## config.mk

```make
export PLATFORM = sky130hd
export DESIGN_NAME = i2c_regfront
export DESIGN_NICKNAME = d
export VERILOG_FILES = /design/src/rtl/i2c_rf_pkg.sv /design/src/rtl/i2c_rf_fifo.sv /design/src/rtl/i2c_rf_sclgen.sv /design/src/rtl/i2c_regfront.sv
export SDC_FILE = /design/constraint.sdc
export NUM_CORES = 1
export LEC_CHECK = 0
export BUFFER_PORTS_ARGS = -buffer_cell sky130_fd_sc_hd__buf_4
export CAP_MARGIN = 15
export CORE_ASPECT_RATIO = 0.8
export CORE_MARGIN = 2
export CORE_UTILIZATION = 60
export CTS_BUF_LIST = sky130_fd_sc_hd__clkbuf_4
export DETAILED_ROUTE_END_ITERATION = 8
export PLACE_DENSITY = 0.93
export SYNTH_ARGS = -nofsm -noshare
export SYNTH_HDL_FRONTEND = slang
export SYNTH_SLANG_ARGS = --single-unit
export TNS_END_PERCENT = 20
```

## constraint.sdc

```tcl
create_clock -name clk -period 3.2 [get_ports clk]
set_input_delay 0.48 -clock clk [delete_from_list [all_inputs] [get_ports clk]]
set_output_delay 0.48 -clock clk [all_outputs]
set_load 0.01 [all_outputs]
```

## src/rtl/i2c_rf_pkg.sv

```systemverilog
package i2c_rf_pkg;
  // configuration bit positions
  localparam int CFG_DMA   = 0;
  localparam int CFG_STD   = 2;
  localparam int CFG_RXCLR = 29;
  localparam int CFG_TXCLR = 30;
  localparam int CFG_EN    = 31;
  localparam logic [31:0] CFG_RESET = 32'h0000_0004;
  localparam logic [31:0] CFG_MASK  = 32'hE000_0005;
  // status bit positions
  localparam int ST_RXDONE = 0;
  localparam int ST_RXDATA = 1;
  localparam int ST_RXHALF = 2;
  localparam int ST_TXDONE = 3;
endpackage

```

## src/rtl/i2c_rf_fifo.sv

```systemverilog
module i2c_rf_fifo #(
  parameter int W = 8,
  parameter int D = 16
) (
  input  logic                   clk,
  input  logic                   rst,
  input  logic                   flush,
  input  logic                   push,
  input  logic [W-1:0]           wdata,
  input  logic                   pop,
  output logic [W-1:0]           rdata,
  output logic [$clog2(D+1)-1:0] count,
  output logic                   full,
  output logic                   empty
);
  localparam int AW = $clog2(D);
  localparam int CW = $clog2(D+1);

  logic [W-1:0]  mem [D];
  logic [AW-1:0] wp, rp;
  logic          do_push, do_pop;

  assign full    = (count == CW'(D));
  assign empty   = (count == '0);
  assign do_push = push && !full && !flush;
  assign do_pop  = pop && !empty && !flush;
  assign rdata   = mem[rp];

  always_ff @(posedge clk) begin
    if (do_push) mem[wp] <= wdata;
  end

  always_ff @(posedge clk) begin
    if (rst || flush) begin
      wp    <= '0;
      rp    <= '0;
      count <= '0;
    end else begin
      if (do_push) wp <= wp + 1'b1;
      if (do_pop)  rp <= rp + 1'b1;
      case ({do_push, do_pop})
        2'b10:   count <= count + 1'b1;
        2'b01:   count <= count - 1'b1;
        default: count <= count;
      endcase
    end
  end


  no_overflow_chk: assert property (@(posedge clk) disable iff (rst)
    (full && push && !pop && !flush) |=> full);

  pop_empty_chk: assert property (@(posedge clk) disable iff (rst)
    (empty && pop && !push && !flush) |=> empty);

  flush_empty_chk: assert property (@(posedge clk) disable iff (rst)
    flush |=> empty);
endmodule

```

## src/rtl/i2c_rf_sclgen.sv

```systemverilog
module i2c_rf_sclgen #(
  parameter int unsigned DIV = 20
) (
  input  logic clk,
  input  logic rst,
  input  logic run,
  input  logic std_mode,
  output logic scl
);
  localparam logic [15:0] HI_STD  = 16'(DIV / 2);
  localparam logic [15:0] HI_FAST = 16'((DIV * 2) / 5);
  localparam logic [15:0] LAST    = 16'(DIV - 1);

  logic [15:0] cnt;
  logic [15:0] hi;

  assign hi = std_mode ? HI_STD : HI_FAST;

  always_ff @(posedge clk) begin
    if (rst || !run) begin
      cnt <= '0;
      scl <= 1'b1;
    end else begin
      cnt <= (cnt == LAST) ? '0 : cnt + 1'b1;
      scl <= (cnt < hi);
    end
  end


  scl_idle_chk: assert property (@(posedge clk) disable iff (rst)
    !run |=> scl);
endmodule

```

## src/rtl/i2c_regfront.sv

```systemverilog
module i2c_regfront
  import i2c_rf_pkg::*;
#(
  parameter int          DEPTH   = 16,
  parameter int          BYTE_W  = 8,
  parameter int unsigned SCL_DIV = 20
) (
  input  logic              clk,
  input  logic              rst,
  input  logic              cfg_wr_i,
  input  logic [31:0]       cfg_wdata_i,
  output logic [31:0]       cfg_o,
  output logic [31:0]       status_o,
  input  logic              in_rd_i,
  output logic [BYTE_W-1:0] in_data_o,
  input  logic              eg_wr_i,
  input  logic [BYTE_W-1:0] eg_data_i,
  output logic              tx_valid_o,
  output logic [BYTE_W-1:0] tx_data_o,
  input  logic              tx_take_i,
  input  logic              rx_valid_i,
  input  logic [BYTE_W-1:0] rx_data_i,
  input  logic              eng_busy_i,
  output logic              run_o,
  output logic              scl_o
);
  localparam int CW   = $clog2(DEPTH+1);
  localparam int HALF = DEPTH / 2;

  logic [31:0]       cfg_q;
  logic              run_q, rx_done_q, tx_done_q;
  logic [BYTE_W-1:0] in_q;
  logic              drain_done, rx_flush, tx_flush;
  logic [BYTE_W-1:0] rx_head;
  logic [CW-1:0]     rx_cnt, tx_cnt;
  logic              rx_full, rx_empty, tx_full, tx_empty;
  logic              reg_mode;

  assign drain_done = run_q && !cfg_q[CFG_EN] && !eng_busy_i;
  assign rx_flush   = cfg_q[CFG_RXCLR] || drain_done;
  assign tx_flush   = cfg_q[CFG_TXCLR] && !cfg_q[CFG_EN];
  assign reg_mode   = !cfg_q[CFG_DMA];

  always_ff @(posedge clk) begin
    if (rst) begin
      cfg_q     <= CFG_RESET;
      run_q     <= 1'b0;
      rx_done_q <= 1'b0;
      tx_done_q <= 1'b0;
      in_q      <= '0;
    end else begin
      if (cfg_wr_i) cfg_q <= cfg_wdata_i & CFG_MASK;
      if (cfg_q[CFG_EN])    run_q <= 1'b1;
      else if (!eng_busy_i) run_q <= 1'b0;
      rx_done_q <= rx_valid_i && run_q && !rx_full && !rx_flush;
      tx_done_q <= tx_flush;
      if (drain_done)   in_q <= '0;
      else if (in_rd_i) in_q <= (rx_empty || rx_flush) ? '0 : rx_head;
    end
  end

  i2c_rf_fifo #(.W(BYTE_W), .D(DEPTH)) u_rx (
    .clk(clk), .rst(rst), .flush(rx_flush),
    .push(rx_valid_i && run_q), .wdata(rx_data_i),
    .pop(in_rd_i), .rdata(rx_head), .count(rx_cnt),
    .full(rx_full), .empty(rx_empty)
  );

  i2c_rf_fifo #(.W(BYTE_W), .D(DEPTH)) u_tx (
    .clk(clk), .rst(rst), .flush(tx_flush),
    .push(eg_wr_i), .wdata(eg_data_i),
    .pop(tx_take_i && run_q), .rdata(tx_data_o), .count(tx_cnt),
    .full(tx_full), .empty(tx_empty)
  );

  i2c_rf_sclgen #(.DIV(SCL_DIV)) u_scl (
    .clk(clk), .rst(rst), .run(run_q),
    .std_mode(cfg_q[CFG_STD]), .scl(scl_o)
  );

  always_comb begin
    status_o            = '0;
    status_o[ST_RXDONE] = rx_done_q;
    status_o[ST_RXDATA] = reg_mode && !rx_empty;
    status_o[ST_RXHALF] = reg_mode && (rx_cnt >= CW'(HALF));
    status_o[ST_TXDONE] = tx_done_q;
  end

  assign cfg_o      = cfg_q;
  assign in_data_o  = in_q;
  assign run_o      = run_q;
  assign tx_valid_o = run_q && !tx_empty;


  drain_hold_chk: assert property (@(posedge clk) disable iff (rst)
    (run_q && !cfg_q[CFG_EN] && eng_busy_i) |=> run_q);

  rx_done_chk: assert property (@(posedge clk) disable iff (rst)
    rx_done_q |-> $past(rx_valid_i));

  tx_keep_chk: assert property (@(posedge clk) disable iff (rst)
    (cfg_q[CFG_EN] && !tx_take_i && !tx_empty) |=> !tx_empty);

  rx_idle_chk: assert property (@(posedge clk) disable iff (rst)
    (!run_q && !in_rd_i) |=> $stable(rx_cnt) || rx_cnt == '0);

  logic unused_ok;
  assign unused_ok = ^{tx_full, tx_cnt};
endmodule

```

==> metrics.md, run 1 <==
| Metric | Value |
|---|---|
| Top-area cell type share of the netlist area | `58.10%` |
| First-pass detailed-route iteration total | `5` |
| Critical setup path kind | `reg2out` |
| WHS Path Cells | `3` |
| RSZ-0062 raised after global routing | `no` |
| Synth Flop Type | `edfxtp_1` |
| DP Area | `approximately 14000 um2` |
| # nets final | `around 1000` |
| Pwr dens | `551.6 nW/um2` |
| Post-synthesis async set-or-reset flop share | `0%` |
| Area leader, netlist | `edfxtp_1` |
| Hold Buf Count CTS | `3` |
| Sequential Area | `~9000 um2` |
| Seq cells post-synth | `around 320` |
| Row count | `48` |
| Period utilisation layout | `93.96%` |
| DRC viols | `0` |
| R2r endpoint | `u_tx.count[4]` |
| Htree depth | `3` |
| Ant diodes | `0` |
| Post-CTS resize count | `0` |
| IO Pins | `139` |
| Peak Freq | `about 330 MHz` |
| Slew Viols, Final | `0` |
| Initial antenna violation count | `0` |
| Share of cells above drive strength 1 | `30.42%` |
| Core area | `21620 um2` |
| Port-buffer cells | `56` |
| Final Cell Area | `14970 um2` |
| Min Tclk post-route | `3.007 ns` |
| Post-Syn Instances | `about 810` |
| Largest net degree at the start of global routing | `33` |
| Grt total ovfl | `0` |
| Layout area overhead | `13.17%` |
| Die ar. | `between 20000 and 25000 um2` |
| Synth Area in Adders | `1.702%` |
| HPWL Detailed | `16150 um` |
| Synthesized area per cell | `16.35 um2` |
| Chip width | `between 150 and 200 um` |
| Commonest non-fill, non-tap cell in the layout | `edfxtp_1` |
| CTS root buffer | `clkbuf_4` |
| # clock sinks | `between 300 and 400` |
| Worst Tran Pin Value | `1.012 ns` |
| CP Launch Type | `flop` |
| Critical Path AT | `2.53 ns` |
| Max clock buf depth | `3` |
| R2r setup slk | `approximately 0.24 ns` |
| Crit Reg-Reg Startpoint | `u_tx.count[1]` |
| Top area cells in the synthesized netlist | `edfxtp_1, mux4_2, dfxtp_1, buf_4, nor2_1` |
| TritonCTS Buffers | `76` |
| Crit end category | `output port` |
| VDD IR max | `between 200 and 300 uV` |
| GP Congestion | `0.8326` |
| Final wirelength | `25800 um` |
| Simple-gate share of the synthesized area | `6.469%` |
| Endpoints failing hold | `0` |
| First-pass GRT wire length | `40030 um` |
| Vias in the first global route | `7344` |
| R2R cell count | `10` |
| Ys Warns | `0` |
| Status | `finished clean` |
| Clock Latency Late Sink | `0.70 ns` |
| Setup Buffers After CTS | `0` |
| Multi-input logic area | `3760 um2` |
| Max-Cap Viols | `0` |
| CP max FO | `32` |
| XOR/XNOR Fraction of Synth Area | `roughly 2.3%` |
| Via/cell ratio | `approximately 5.7` |
| Synth cell types | `53` |
| Setup_tns | `0 ns` |
| Hold_sp | `cfg_wdata_i[0]` |
| Iteration-0 DRC Markers | `742` |
| Number of flops mapped to enable cells by yosys | `approximately 260` |
| Die H | `136.8 um` |
| Tightest Hold Check Type | `in2reg` |
| CTS tree | `done` |
| Vias | `between 7000 and 8000` |
| Cell Area, Synth | `13230 um2` |
| Initial Utilization | `61.19%` |
| Most frequent cells in the layout | `edfxtp_1, clkbuf_4, buf_4, nor2_1, mux4_2` |
| Fillers | `1311` |
| Worst EP required | `2.72 ns` |
| Mux cell area share after synthesis | `between 10% and 20%` |
| Clock transition at path regs | `0.07 ns` |
| Largest family of logic cells by synthesized area | `multiplexers` |
| Final setup violation count | `0` |
| Min-Delay Endpoint | `cfg_o[0]` |
| Routed len/inst | `20.14 um` |
| Standby leakage power | `0.005235 uW` |
| Final setup skew | `about 0.042 ns` |
| Post-synthesis compound-gate area fraction | `3.386%` |
| Seq/Total Area, Yosys | `~68%` |
| Tot GR Track Use | `23.17%` |
| Max transition margin | `32.11%` |
| DRT antenna net count | `0` |
[power by group]
part / internal [uW] / switching (uW)
Combinational: 117 / 184
Sequential: 4550 / 23.1
Clock: 1780 / 1600
[Yosys cell counts (3+ instances only)]
| library cell | count |
|---|---|
| o21ai_0 | 4 |
| and2_1 | 3 |
| or3_1 | 4 |
| nor4_1 | 5 |
| mux2i_1 | 10 |
| xor2_1 | 24 |
| buf_4 | 59 |
| dfxtp_1 | 67 |
| clkbuf_1 | 18 |
| ha_1 | 18 |
| xnor2_1 | 10 |
| nand3_1 | 7 |
| a21oi_1 | 11 |
| a22oi_1 | 18 |
| nor2b_1 | 5 |
| o31ai_1 | 3 |
| nor2_1 | 88 |
| nor3_1 | 12 |
| mux4_2 | 72 |
| a22o_1 | 8 |
| nand4_1 | 6 |
| buf_1 | 7 |
| buf_2 | 9 |
| inv_1 | 15 |
| edfxtp_1 | 256 |
| nand2b_1 | 9 |
| nand2_1 | 29 |
[metrics by stage]
stage / cells / hold slack (ns) / setup WS (ns) / util (%) / power (uW)
after floorplan: 863 / 0.4297 / 0.3960 / - / 4878
after global placement: 1138 / 0.4438 / 0.3435 / 64.37 / 4950
after detailed placement: 1138 / 0.4549 / 0.3131 / 64.37 / 4961
after CTS: 1281 / 0.003778 / 0.1312 / 69.23 / 8333
after global routing: 1281 / 0.01123 / 0.07090 / 69.25 / 8564
final: 1281 / 0.05266 / 0.1934 / 69.25 / 8260
[per-layer routing]
layer  vias up  global-route usage (%)  part of all wire, %
met5         -                       0                    0
met4         0                   8.689                  2.1
met3        42                   5.755                  8.0
met2       378                   36.60                   48
met1      3634                   31.81                   42
li1       3303                       -                    -
[worst max-delay path, stage by stage, from the launching register on]
cell,delay (ns)
dfxtp_2,0.34
buf_12,0.25
mux4_2,0.56
mux4_2,0.52
buf_4,0.17
[worst max-delay path by stage]
| stage | startpoint | end | slack (ns) | cells after the start |
|---|---|---|---|---|
| 2_1_floorplan | u_tx.count[1] | u_tx.count[4] | 0.40 | 12 |
| 3_3_place_gp | u_tx.count[1] | u_tx.count[4] | 0.34 | 10 |
| 3_5_place_dp | u_tx.count[1] | u_tx.count[4] | 0.31 | 10 |
| 4_1_cts | flop | tx_data_o[1] | 0.13 | 4 |
| 5_1_grt | u_tx.count[1] | u_tx.count[4] | 0.07 | 10 |
| 6_report | flop | tx_data_o[1] | 0.19 | 4 |
[final cells by class]
cell class	instances	share of cell area, %
well taps	275	2.298
flip-flops and latches	323	60.32
repair buffers	97	5.081
inverters	15	0.3760
multi-input cells	431	25.11
clock buffers	118	5.916
clock inverters	22	0.9025
[state kept, by name, summed over array words and instances (netlist names), 4 cells and up, named ones only]
signal      flops
cfg_o           5
in_data_o       8
u_rx.count      5
u_rx.mem      128
u_rx.rp         4
u_rx.wp         4
u_scl.cnt      16
u_tx.count      5
u_tx.mem      128
u_tx.rp         4
u_tx.wp         4
[logic make-up (layout without fill, tap and decap cells)]
group / Yosys count / in the layout
AOI/OAI and AO/OA: 61 / 61
xor gates and xnor gates: 34 / 34
adders and majority gates: 18 / 18
buffers and inverters: 109 / 252
DFF: 323 / 323
muxes: 82 / 82
other: 1 / 55
and+or+nand+nor: 181 / 181
Power figures use the tool's default switching activity.
==> run 2, diff against run 1 <==
--- a/config.mk
+++ b/config.mk
@@ -12,6 +12,7 @@
 export CORE_UTILIZATION = 60
 export CTS_BUF_LIST = sky130_fd_sc_hd__clkbuf_4
 export DETAILED_ROUTE_END_ITERATION = 8
+export HOLD_SLACK_MARGIN = 0.06
 export PLACE_DENSITY = 0.93
 export SYNTH_ARGS = -nofsm -noshare
 export SYNTH_HDL_FRONTEND = slang
==> run 2 against run 1 <==
Clock skew is 0.0019 ns higher. Cell count up 2.0%. Worst hold slack gained 0.060 ns. Critical path type unchanged. Critical endpoint unchanged.
==> metrics.md, run 2 (synthesized netlist as in run 1, its figures left out) <==
| Metric | Value |
|---|---|
| First-pass detailed-route iteration total | `5 (unchanged)` |
| Standby leakage power | `0.005349 uW (+2.2%)` |
| Chip width | `170.0 um (unchanged)` |
| RSZ-0062 raised after global routing | `no` |
| Pwr dens | `547.8 nW/um2 (-0.69%)` |
| TritonCTS Buffers | `76 (unchanged)` |
| GP Congestion | `0.8326 (unchanged)` |
| Die ar. | `23260 um2 (unchanged)` |
| Crit end category | `output port` |
| Initial Utilization | `61.19% (unchanged)` |
| R2r setup slk | `0.24 ns (about the same)` |
| Total Power | `8334 uW (+0.90%)` |
| Commonest non-fill, non-tap cell in the layout | `edfxtp_1` |
| Grt total ovfl | `0 (unchanged)` |
| Final setup skew | `0.04436 ns (+0.001862 ns)` |
| Final setup violation count | `0 (unchanged)` |
| DP Cell Count | `1138 (unchanged)` |
| Clock Latency Late Sink | `0.71 ns (about the same)` |
| CP max FO | `32 (unchanged)` |
| Htree depth | `3 (unchanged)` |
| Endpoints failing hold | `0 (unchanged)` |
| Layout area overhead | `14.99%` |
| Max transition margin | `33.77% (+1.7 points)` |
| Period utilisation layout | `93.83% (-0.13 points)` |
| Max clock buf depth | `3 (unchanged)` |
| Core area | `21620 um2 (unchanged)` |
| HPWL Detailed | `16150 um (unchanged)` |
| Worst Tran Pin Value | `0.9868 ns (-0.02480 ns)` |
| Post-CTS resize count | `0 (unchanged)` |
| Clock transition at path regs | `0.07 ns (about the same)` |
| Initial antenna violation count | `0 (unchanged)` |
| DRT antenna net count | `0 (unchanged)` |
| Max-Cap Viols | `0 (unchanged)` |
| Iteration-0 DRC Markers | `783 (+5.5%)` |
| Final wirelength | `27140 um (+5.2%)` |
| VDD IR max | `302.5 uV (+15%)` |
| Routed len/inst | `20.78 um (+3.2%)` |
| Ant diodes | `0 (unchanged)` |
| Utilization after layout | `70.36% (+1.1 points)` |
| First-pass GRT wire length | `41300 um (+3.2%)` |
| Slew Viols, Final | `0 (unchanged)` |
| Hold WS | `0.1129 ns (+0.06027 ns)` |
| # nets final | `1043 (+2.5%)` |
| CTS root buffer | `clkbuf_4` |
| Min Tclk post-route | `3.002 ns (-0.004063 ns)` |
| Largest net degree at the start of global routing | `33 (unchanged)` |
| Fin cells | `1306 (+2.0%)` |
| Die H | `136.8 um (unchanged)` |
| Vias | `7582 (+3.1%)` |
| Tightest Hold Check Type | `in2reg` |
| Tot GR Track Use | `24.08% (+0.91 points)` |
| Port-buffer cells | `56 (unchanged)` |
| Share of cells above drive strength 1 | `29.68% (-0.74 points)` |
| IO Pins | `139 (unchanged)` |
| Worst EP required | `2.72 ns (about the same)` |
| Vias in the first global route | `7602 (+3.5%)` |
| Critical Path AT | `2.52 ns (about the same)` |
| Critical setup path kind | `reg2out` |
| CTS tree | `done` |
| # clock sinks | `323 (unchanged)` |
| Row count | `48 (unchanged)` |
| Via/cell ratio | `5.806 (+1.1%)` |
| Setup_tns | `0 ns (unchanged)` |
| Setup Buffers After CTS | `0 (unchanged)` |
| Most frequent cells in the layout | `edfxtp_1, clkbuf_4, buf_4, nor2_1, mux4_2` |
| DRC viols | `0 (unchanged)` |
| Largest regs | `u_rx.mem x128, u_tx.mem x128, u_scl.cnt x16` |
| CP Launch Type | `flop` |
| Peak Freq | `333.1 MHz (+0.14%)` |
| Status | `finished clean` |
[run 2: worst paths after layout]
| kind | startpoint | depth (start not counted) | to |
|---|---|---|---|
| max | flop | 4 | tx_data_o[1] |
| max reg2reg | u_tx.count[1] | 10 | u_tx.count[4] |
| min reg2reg | u_scl.cnt[0] | 1 | u_scl.cnt[0] |
| min | rx_data_i[7] | 1 | u_rx.mem[4][7] |
[run 2: through the flow]
step,cell area (um2),setup WS [ns]
2_1_floorplan,13430,0.3960
3_3_place_gp,13920,0.3435
3_5_place_dp,13920,0.3131
4_1_cts,15210,0.1312
5_1_grt,15210,0.05120
6_report,15210,0.1975
[run 2: layer usage]
layer  vias up  global-route usage, %  wire length, um
met3        62                  6.275             2193
met4         0                  9.639              693
li1       3350                      -                -
met1      3752                  31.43            10910
met2       418                  39.32            13340
met5         -                      0                0
[run 2: what timing repair did]
item / in CTS / in global routing
setup endpoints to repair: 0 / 0
hold endpoints to repair: 159 / 0
hold buffers: 27 / 0
[run 2: cell type report]
class	instances	area, um2
repair buffers	122	1006
fillers	1263	6407
flip-flops and latches	323	9031
inverters	15	56.30
well taps	275	344.1
multi-input cells	431	3755
clock inverters	22	135.1
clock buffers	118	885.9
[run 2: power by group]
group          internal, uW  leakage [uW]  switching (uW)
Sequential             4550       0.00285            23.3
Combinational           136       0.00190             191
Clock                  1780      0.000605            1650
Total                  6470       0.00535            1870
[run 2: worst max-delay path: stages, from the launching register on]
cell and delay (ns):
dfxtp_2 0.34, buf_12 0.24, mux4_2 0.56, mux4_2 0.52
buf_4 0.17
==> run 3, diff against run 2 <==
--- a/config.mk
+++ b/config.mk
@@ -7,13 +7,15 @@
 export LEC_CHECK = 0
 export BUFFER_PORTS_ARGS = -buffer_cell sky130_fd_sc_hd__buf_4
 export CAP_MARGIN = 15
+export CELL_PAD_IN_SITES_DETAIL_PLACEMENT = 1
+export CELL_PAD_IN_SITES_GLOBAL_PLACEMENT = 1
 export CORE_ASPECT_RATIO = 0.8
 export CORE_MARGIN = 2
-export CORE_UTILIZATION = 60
+export CORE_UTILIZATION = 52
 export CTS_BUF_LIST = sky130_fd_sc_hd__clkbuf_4
 export DETAILED_ROUTE_END_ITERATION = 8
 export HOLD_SLACK_MARGIN = 0.06
-export PLACE_DENSITY = 0.93
+export PLACE_DENSITY = 0.95
 export SYNTH_ARGS = -nofsm -noshare
 export SYNTH_HDL_FRONTEND = slang
 export SYNTH_SLANG_ARGS = --single-unit
==> run 3 against run 2 <==
Sequential cell count stayed put. Core utilization is 9.5 points lower. Global-route usage is 2.2 points higher. Cell count is 4.3% higher. Worst setup slack worse by 0.085 ns. First-iteration DRC count is 19% lower. Critical path type is now reg2reg. Critical endpoint is now u_tx.count[4]. Largest power group unchanged.
==> metrics.md, run 3 (synthesized netlist as in run 1, its figures left out) <==
| Metric | Value |
|---|---|
| Status | `finished clean` |
| Most frequent cells in the layout | `edfxtp_1, clkbuf_4, buf_4, nor2_1, mux4_2` |
| Max clock buf depth | `3 (unchanged)` |
| Via/cell ratio | `5.780 (-0.44%)` |
| # clock sinks | `323 (unchanged)` |
| Share of cells above drive strength 1 | `30.28% (+0.60 points)` |
| Peak Freq | `323.8 MHz (-2.8%)` |
| DRT antenna net count | `0 (unchanged)` |
| Htree depth | `3 (unchanged)` |
| Clk pwr share | `42.2% (+1.0 points)` |
| CP max FO | `11 (-66%)` |
| Endpoints failing hold | `0 (unchanged)` |
| Sequential fraction of design power | `53.7% (-1.2 points)` |
| Critical setup path kind | `reg2reg` |
| Final wirelength | `34660 um (+28%)` |
| Vias in the first global route | `8587 (+13%)` |
| Max transition margin | `29.64% (-4.1 points)` |
| Clock Latency Late Sink | `0.72 ns (about the same)` |
| Largest net degree at the start of global routing | `33 (unchanged)` |
| HPWL Detailed | `20510 um (+27%)` |
| Core area | `25180 um2 (+16%)` |
| DRC viols | `0 (unchanged)` |
| IO Pins | `139 (unchanged)` |
| Internal | `6518 uW (+0.76%)` |
| Pwr dens | `556.7 nW/um2 (+1.6%)` |
| CTS tree | `done` |
| Row count | `52 (+8.3%)` |
| First-pass GRT wire length | `51870 um (+26%)` |
| Vias | `7872 (+3.8%)` |
| # nets final | `1048 (+0.48%)` |
| Die ar. | `26740 um2 (+15%)` |
| DP Cell Count | `1188 (+4.4%)` |
| Initial antenna violation count | `1 (+1)` |
| CP Launch Type | `flop` |
| First-pass detailed-route iteration total | `5 (unchanged)` |
| Sw Pwr | `2008 uW (+7.6%)` |
| Final setup violation count | `0 (unchanged)` |
| TritonCTS Buffers | `81 (+6.6%)` |
| Tot GR Track Use | `26.26% (+2.2 points)` |
| Utilization after layout | `60.83% (-9.5 points)` |
| Min Tclk post-route | `3.088 ns (+0.08546 ns)` |
| Routed len/inst | `25.45 um (+22%)` |
| Slew Viols, Final | `0 (unchanged)` |
| Max-Cap Viols | `0 (unchanged)` |
| Die H | `146.7 um (+7.2%)` |
| Switch share | `23.55% (+1.2 points)` |
| Chip width | `182.3 um (+7.2%)` |
| Clock transition at path regs | `0.08 ns (about the same)` |
| Total Power | `8526 uW (+2.3%)` |
| VDD IR max | `348.4 uV (+15%)` |
| Layout area overhead | `15.76%` |
| Crit end category | `flop` |
| Grt total ovfl | `0 (unchanged)` |
| Initial Utilization | `52.54% (-8.6 points)` |
| GP Congestion | `0.7956 (-4.4%)` |
| Standby leakage power | `0.005361 uW (+0.23%)` |
| Commonest non-fill, non-tap cell in the layout | `edfxtp_1` |
| CTS root buffer | `clkbuf_4` |
| Fin cells | `1362 (+4.3%)` |
| Tightest Hold Check Type | `in2reg` |
| Iteration-0 DRC Markers | `635 (-19%)` |
| Final setup skew | `0.06981 ns (+0.02545 ns)` |
| Port-buffer cells | `56 (unchanged)` |
| Power share of the combinational group | `4.1% (+0.2 points)` |
| Largest regs | `u_rx.mem x128, u_tx.mem x128, u_scl.cnt x16` |
| Worst EP required | `3.75 ns (+1.03 ns)` |
| Worst Tran Pin Value | `1.051 ns (+0.06472 ns)` |
| Critical Path AT | `3.64 ns (+1.12 ns)` |
| Period utilisation layout | `96.50% (+2.7 points)` |
==> run 3: power by group through the flow <==
stage | Sequential (uW) | Clock, uW | Combinational (uW)
floorplan | 4660 | 0 | 216
global placement | 4670 | 0 | 288
detailed placement | 4670 | 0 | 309
CTS | 4580 | 3630 | 340
global route | 4580 | 3840 | 377
finish | 4580 | 3600 | 351
==> run 3: layout make-up <==
type,instances,area [um2]
diodes,1,2.502
clock buffers,121,908.4
clock inverters,25,145.1
fillers,2315,9863
inverters,15,56.30
multi-input cells,431,3766
flip-flops and latches,323,9034
well taps,324,405.4
repair buffers,122,998.5
==> run 3: path summary, 6_finish.rpt <==
path | slack, ns | to | cells after the start | start
setup reg to reg | 0.11 | u_tx.count[4] | 10 | u_tx.count[1]
hold reg to reg | 0.50 | u_scl.cnt[0] | 1 | u_scl.cnt[0]
hold / removal | 0.12 | u_tx.mem[3][0] | 1 | eg_data_i[0]
setup / recovery | 0.11 | u_tx.count[4] | 10 | u_tx.count[1]
==> run 3: through the flow <==
| step | cell area [um2] | setup TNS [ns] | hold WS (ns) | setup slack, ns |
|---|---|---|---|---|
| after floorplan | 13430 | 0 | 0.4297 | 0.3960 |
| after global placement | 13990 | 0 | 0.4518 | 0.3390 |
| after detailed placement | 13990 | 0 | 0.4688 | 0.1233 |
| after CTS | 15270 | 0 | 0.07198 | 0.01582 |
| after global routing | 15320 | -0.005449 | 0.07361 | -0.005449 |
| final | 15320 | 0 | 0.1167 | 0.1120 |
==> run 3: worst max-delay path, cell delays in order, from the launching register on <==
cell	delay, ns
dfxtp_1	0.40
or4_1	0.56
o2111a_1	0.35
ha_2	0.30
xor2_1	0.23
ha_1	0.26
a21boi_0	0.32
o21a_1	0.16
o211ai_1	0.11
xnor2_1	0.18
nor2_1	0.06
==> run 3: per-layer routing <==
| layer | share of wire (%) | track usage, % | up-vias |
|---|---|---|---|
| li1 | - | - | 3355 |
| met1 | 39 | 33.13 | 4019 |
| met2 | 50 | 43.51 | 409 |
| met3 | 7.0 | 6.735 | 89 |
| met4 | 3.7 | 11.25 | 0 |
| met5 | 0 | 0 | - |
==> run 3: repair_timing <==
item                                    CTS  global route
endpoints found under the hold margin   148             0
hold buffers                             23             0
setup buffers                             0             4
endpoints found under the setup margin    7            10
pin swaps                                 0             0
resized for setup                         1             3
